[src/rtl/sdiv_pkg.sv]
package sdiv_pkg;

    typedef enum logic {
        RND_TRUNC = 1'b0,
        RND_FLOOR = 1'b1
    } rnd_mode_e;

    typedef enum logic {
        CTL_IDLE = 1'b0,
        CTL_WAIT = 1'b1
    } ctl_state_e;

    // Per-operation facts captured when a request is accepted
    typedef struct packed {
        logic      a_neg;
        logic      b_neg;
        logic      b_zero;
        rnd_mode_e mode;
    } op_flags_t;

    // Quotient negated when exactly one operand is negative
    function automatic logic quot_negate(op_flags_t f);
        return f.a_neg ^ f.b_neg;
    endfunction

    // Flooring adjustment: inexact result with differing operand signs
    function automatic logic floor_adjust(op_flags_t f, logic rem_nonzero);
        return (f.mode == RND_FLOOR) && quot_negate(f) && rem_nonzero;
    endfunction

endpackage

[src/rtl/sdiv_prep.sv]
module sdiv_prep
    import sdiv_pkg::*;
#(
    parameter int WIDTH = 16
) (
    input  logic [WIDTH-1:0] num_i,
    input  logic [WIDTH-1:0] den_i,
    input  logic             mode_i,
    output logic [WIDTH-1:0] num_mag_o,
    output logic [WIDTH-1:0] den_mag_o,
    output op_flags_t        flags_o
);

    localparam int MSB = WIDTH - 1;

    // Two's-complement magnitude; the most negative value maps to 2^(WIDTH-1)
    function automatic logic [WIDTH-1:0] magnitude(logic [WIDTH-1:0] v);
        return v[MSB] ? (~v + 1'b1) : v;
    endfunction

    always_comb begin
        num_mag_o      = magnitude(num_i);
        den_mag_o      = magnitude(den_i);
        flags_o.a_neg  = num_i[MSB];
        flags_o.b_neg  = den_i[MSB];
        flags_o.b_zero = (den_i == '0);
        flags_o.mode   = rnd_mode_e'(mode_i);
    end

endmodule

[src/rtl/sdiv_core.sv]
module sdiv_core #(
    parameter int WIDTH = 16
) (
    input  logic             clk,
    input  logic             rst,
    input  logic             load_i,
    input  logic [WIDTH-1:0] num_mag_i,
    input  logic [WIDTH-1:0] den_mag_i,
    output logic [WIDTH-1:0] quo_mag_o,
    output logic [WIDTH-1:0] rem_mag_o,
    output logic             fin_o
);

    localparam int CW = $clog2(WIDTH) + 1;
    localparam logic [CW-1:0] LAST = CW'(WIDTH - 1);

    logic [WIDTH-1:0] rem_q, quo_q, den_q;
    logic [CW-1:0]    cnt_q;
    logic             run_q, fin_q;

    logic [WIDTH:0]   trial, diff;
    logic             fits;
    logic [WIDTH-1:0] rem_nxt;

    // One restoring step: shift in the next dividend bit, subtract if it fits
    always_comb begin
        trial   = {rem_q, quo_q[WIDTH-1]};
        diff    = trial - {1'b0, den_q};
        fits    = (trial >= {1'b0, den_q});
        rem_nxt = fits ? diff[WIDTH-1:0] : trial[WIDTH-1:0];
    end

    always_ff @(posedge clk) begin
        if (rst) begin
            rem_q <= '0;
            quo_q <= '0;
            den_q <= '0;
            cnt_q <= '0;
            run_q <= 1'b0;
            fin_q <= 1'b0;
        end else begin
            fin_q <= 1'b0;
            if (load_i) begin
                rem_q <= '0;
                quo_q <= num_mag_i;
                den_q <= den_mag_i;
                cnt_q <= '0;
                run_q <= 1'b1;
            end else if (run_q) begin
                rem_q <= rem_nxt;
                quo_q <= {quo_q[WIDTH-2:0], fits};
                cnt_q <= cnt_q + 1'b1;
                if (cnt_q == LAST) begin
                    run_q <= 1'b0;
                    fin_q <= 1'b1;
                end
            end
        end
    end

    assign quo_mag_o = quo_q;
    assign rem_mag_o = rem_q;
    assign fin_o     = fin_q;

endmodule

[src/rtl/sdiv_fix.sv]
module sdiv_fix
    import sdiv_pkg::*;
#(
    parameter int WIDTH = 16
) (
    input  logic [WIDTH-1:0] quo_mag_i,
    input  logic [WIDTH-1:0] rem_mag_i,
    input  logic [WIDTH-1:0] den_i,
    input  op_flags_t        flags_i,
    output logic [WIDTH-1:0] quo_o,
    output logic [WIDTH-1:0] rem_o
);

    logic [WIDTH-1:0] quo_t, rem_t;
    logic             adjust;

    always_comb begin
        // Truncating result: quotient sign from the operand signs, remainder from the dividend
        quo_t  = quot_negate(flags_i) ? (~quo_mag_i + 1'b1) : quo_mag_i;
        rem_t  = flags_i.a_neg ? (~rem_mag_i + 1'b1) : rem_mag_i;
        adjust = floor_adjust(flags_i, rem_mag_i != '0);
        if (adjust) begin
            quo_o = quo_t - 1'b1;
            rem_o = rem_t + den_i;
        end else begin
            quo_o = quo_t;
            rem_o = rem_t;
        end
    end

endmodule

[src/rtl/sdiv_round.sv]
module sdiv_round
    import sdiv_pkg::*;
#(
    parameter int WIDTH = 16
) (
    input  logic             clk,
    input  logic             rst,
    input  logic             start,
    input  logic             mode,
    input  logic [WIDTH-1:0] dividend,
    input  logic [WIDTH-1:0] divisor,
    output logic             busy,
    output logic             done,
    output logic [WIDTH-1:0] quotient,
    output logic [WIDTH-1:0] remainder,
    output logic             div_by_zero
);

    ctl_state_e       state_q;
    op_flags_t        flags_in, flags_q;
    logic [WIDTH-1:0] num_mag, den_mag, den_q;
    logic [WIDTH-1:0] quo_mag, rem_mag, quo_fix, rem_fix;
    logic             accept, fin;

    assign accept = start && (state_q == CTL_IDLE);

    sdiv_prep #(.WIDTH(WIDTH)) u_prep (
        .num_i     (dividend),
        .den_i     (divisor),
        .mode_i    (mode),
        .num_mag_o (num_mag),
        .den_mag_o (den_mag),
        .flags_o   (flags_in)
    );

    sdiv_core #(.WIDTH(WIDTH)) u_core (
        .clk       (clk),
        .rst       (rst),
        .load_i    (accept),
        .num_mag_i (num_mag),
        .den_mag_i (den_mag),
        .quo_mag_o (quo_mag),
        .rem_mag_o (rem_mag),
        .fin_o     (fin)
    );

    sdiv_fix #(.WIDTH(WIDTH)) u_fix (
        .quo_mag_i (quo_mag),
        .rem_mag_i (rem_mag),
        .den_i     (den_q),
        .flags_i   (flags_q),
        .quo_o     (quo_fix),
        .rem_o     (rem_fix)
    );

    always_ff @(posedge clk) begin
        if (rst) begin
            state_q     <= CTL_IDLE;
            flags_q     <= '0;
            den_q       <= '0;
            done        <= 1'b0;
            quotient    <= '0;
            remainder   <= '0;
            div_by_zero <= 1'b0;
        end else begin
            done <= 1'b0;
            unique case (state_q)
                CTL_IDLE: begin
                    if (accept) begin
                        flags_q <= flags_in;
                        den_q   <= divisor;
                        state_q <= CTL_WAIT;
                    end
                end
                CTL_WAIT: begin
                    if (fin) begin
                        quotient    <= quo_fix;
                        remainder   <= rem_fix;
                        div_by_zero <= flags_q.b_zero;
                        done        <= 1'b1;
                        state_q     <= CTL_IDLE;
                    end
                end
                default: state_q <= CTL_IDLE;
            endcase
        end
    end

    assign busy = (state_q == CTL_WAIT);

endmodule

[config.mk]
export PLATFORM = sky130hd
export DESIGN_NAME = sdiv_round
export DESIGN_NICKNAME = d
export VERILOG_FILES = /design/src/rtl/sdiv_pkg.sv /design/src/rtl/sdiv_prep.sv /design/src/rtl/sdiv_core.sv /design/src/rtl/sdiv_fix.sv /design/src/rtl/sdiv_round.sv
export SDC_FILE = /design/constraint.sdc
export NUM_CORES = 1
export LEC_CHECK = 0
export BUFFER_PORTS_ARGS = -buffer_cell sky130_fd_sc_hd__buf_4
export CORE_ASPECT_RATIO = 1.4
export CORE_MARGIN = 2
export CORE_UTILIZATION = 32
export DETAILED_ROUTE_END_ITERATION = 6
export GPL_TIMING_DRIVEN = 0
export MAX_ROUTING_LAYER = met4
export PLACE_DENSITY = 0.6
export SLEW_MARGIN = 20
export SYNTH_ARGS = -nofsm -noshare
export SYNTH_HDL_FRONTEND = slang
export SYNTH_SLANG_ARGS = --single-unit
[constraint.sdc]
create_clock -name clk -period 4.63 [get_ports clk]
set_input_delay 1.389 -clock clk [delete_from_list [all_inputs] [get_ports clk]]
set_output_delay 1.389 -clock clk [all_outputs]
set_load 0.01 [all_outputs]
==> results.md <==
- Netlist cell types: 73
- Clock skew: 0.00742 ns
- Top-count cell post-synth: nand2_1
- Setup WS pre-CTS: 0.835 ns
- Post-synth top area cell: dfxtp_1
- Starting Density: 32.5%
- Post-layout nets: 1084
- Max H-tree Level: 3
- Reg2Reg Launch Point: u_core.rem_mag_o[0]
- Clk_lat worst skew: 0.36 ns
- CP Capture Type: flop
- Synth area leaders: dfxtp_1, ha_1, nand2_1
- Setup Viol. Count Final: 0
- First-pass detailed-route iteration total: 5
- Vias/cell: 5.18
- LEAKAGE: 3.33 nW
- WP data required: 4.91 ns
- Die Height: 183 um
- Starting DRT DRC Count: 482
- Clk sinks: 108
- Mean Syn Cell Area: 7.88 um^2
- Worst Setup Path Type: flop to flop
- VDD IR-drop max: 0.000181 V
- Gr ovfl total: 0
- Post-placement cell count: 1295
- Vias in the first global route: 6550
- Tmin final: 3.87 ns
- Synthesized cell area: 7300 um^2
- Hold Buf Count CTS: 0
- Post-layout util: 37.8%
- Num CTS Buffers: 9
- Worst R2R Path Depth: 14
- Floorplan Core Area: 22400 um^2
- Pin count of the biggest net entering global routing: 18
- WP data arrival: 4.15 ns
- Gpl congestion: 0.942
- Setup TNS: 0 ns
- Worst setup path startpoint: u_core.rem_mag_o[0]
- CP Capture Point: remainder[14]
- Syn Inst Count: 926
- CTS tree: done
- Max-slew violations: 0
- Synthesis-to-finish area growth: 16.3%
- Post-synth top cells: nand2_1, dfxtp_1, nor2_1
- Hpwl dp: 17500 um
- Flops & latches, synth: 108
- Fraction of registers with async set/reset: 0%
- Finished Layout Cells: 1311
- Crit Reg-Reg Endpoint: remainder[14]
- FMAX: 0.258 GHz
- Die Area: 24000 um^2
- Clk slew on worst S/H paths: 0.07 ns
- Clk buf depth: 2
- Yosys warns: 0
- First-pass GRT wire length: 34700 um
- Post-CTS Setup Repair Bufs: 0
- Fin crit share: 83.6%
- Antenna cells: 0
- Critical path peak fanout: 5
- Slew margin rel.: 52.5%
- Rows: 65
- Final WL: 21800 um
- Hold crit path type: flop to flop
- Vias: 6796
- Post-cts sizing count: 0
- Top cell type's share of synthesized area: 29.6%
- Wire per inst: 16.6 um
- Setup ws final: 0.758 ns
- Design Area, Final: 8490 um^2
- Ys flop type: dfxtp_1
- Dpl cell area: 8180 um^2
- Final ANT Viol Nets: 0
- Maxcap violations: 0
- Power density cells: 308 nW/um^2
- DIE WIDTH: 132 um
- Worst slew pin tran: 0.713 ns
- Outcome: finished clean
- Reg2reg setup slack: 0.76 ns
- Startpoint Class: flop
- Total GRT Usage: 18.6%
- Initial antenna violation count: 0
- Register area share after synthesis: 29.6%
- Hold wc startpoint: quotient[5]
- Root buf cell: clkbuf_16
- EDFF count, synth: 0
- RSZ-0062 raised after global routing: false
- Synth Net Count: 1005
- Top Ports: 71
- Share of cells above drive strength 1: 11.3%
- IO buf count: 68
- DRC Markers: 0
- Hold Fails Final Rpt: 0
worst min-delay path by stage:
stage / end / slack, ns / cells after the start
6_report: quotient[5] / 0.45 / 2
5_1_grt: quotient[10] / 0.48 / 2
4_1_cts: quotient[5] / 0.46 / 2
3_5_place_dp: quotient[5] / 0.45 / 2
3_3_place_gp: quotient[10] / 0.44 / 2
2_1_floorplan: div_by_zero / 0.43 / 2
cells in the final DEF, fill, tap and decap left out, drive strengths merged, types with 6 or more instances in the layout:
| cell type | count |
|---|---|
| xor2 | 38 |
| mux2i | 29 |
| nor2b | 7 |
| inv | 34 |
| and3 | 6 |
| clkbuf | 50 |
| a21oi | 72 |
| buf | 80 |
| ha | 41 |
| nand4 | 7 |
| nor2 | 93 |
| o31ai | 16 |
| or3 | 12 |
| a31oi | 10 |
| nand2 | 126 |
| a211oi | 39 |
| dfxtp | 108 |
| o21ai | 51 |
| xnor2 | 51 |
| a21o | 8 |
| nand3b | 7 |
| nor3 | 21 |
| nand2b | 12 |
| nand3 | 16 |
flip-flops by register name, summed over array words and instances, names as in the netlist:
| name | count |
|---|---|
| quotient | 16 |
| remainder | 16 |
| u_core.quo_mag_o | 16 |
| u_core.rem_mag_o | 16 |
| den_q | 15 |
| u_core.den_q | 15 |
| u_core.cnt_q | 5 |
| flags_q | 4 |
| busy | 1 |
| div_by_zero | 1 |
| done | 1 |
| u_core.fin_o | 1 |
| u_core.run_q | 1 |
critical path: stages (launching register included):
cell and delay (ns):
dfxtp_1 0.44, inv_1 0.18, ha_1 0.28, nand2b_1 0.17
xnor2_1 0.35, ha_1 0.36, a21o_1 0.19, a21oi_1 0.23
o21ai_0 0.24, o2111ai_1 0.33, a31oi_1 0.18, o41ai_1 0.38
xnor2_1 0.17, nand2_1 0.06, a211oi_1 0.21
per-layer routing:
metal | GRT usage [%] | routed length, um | vias up
met2 | 34.2 | 11500 | 123
li1 | - | - | 3444
met3 | 2.42 | 683 | 36
met5 | - | 0 | -
met1 | 20.1 | 9000 | 3193
met4 | 7.57 | 602 | 0
through the flow:
stage               hold WS (ns)  total power [mW]
floorplan                  0.432              1.61
global placement           0.440              1.81
detailed placement         0.448              1.82
CTS                        0.458              2.62
global route               0.476              2.76
finish                     0.454              2.61
power breakdown:
group / switching (mW) / total [mW] / internal (mW) / leakage (nW)
sequential: 0.0530 / 1.03 / 0.972 / 0.882
combinational: 0.465 / 0.777 / 0.312 / 2.30
clock: 0.371 / 0.808 / 0.437 / 0.146
cell type report:
class	instances	area (um^2)
Clock buffer	11	243
Buffer	53	255
Timing Repair Buffer	68	510
Tap cell	301	377
Sequential cell	108	2160
Inverter	33	124
Multi-Input combinational cell	732	4760
Fill cell	2377	14000
Clock inverter	5	60.1
logic make-up after synthesis:
kind of cell	Yosys count	synth area share, %
multiplexers	29	3.98
flip-flops	108	29.6
XOR/XNOR	89	10.7
AND/OR/NAND/NOR	328	21.4
AO/OA/AOI/OAI	243	21.6
buffers and inverters	86	5.20
adder cells (fa/ha/maj)	43	7.58
(Power assumes the default switching activity.)
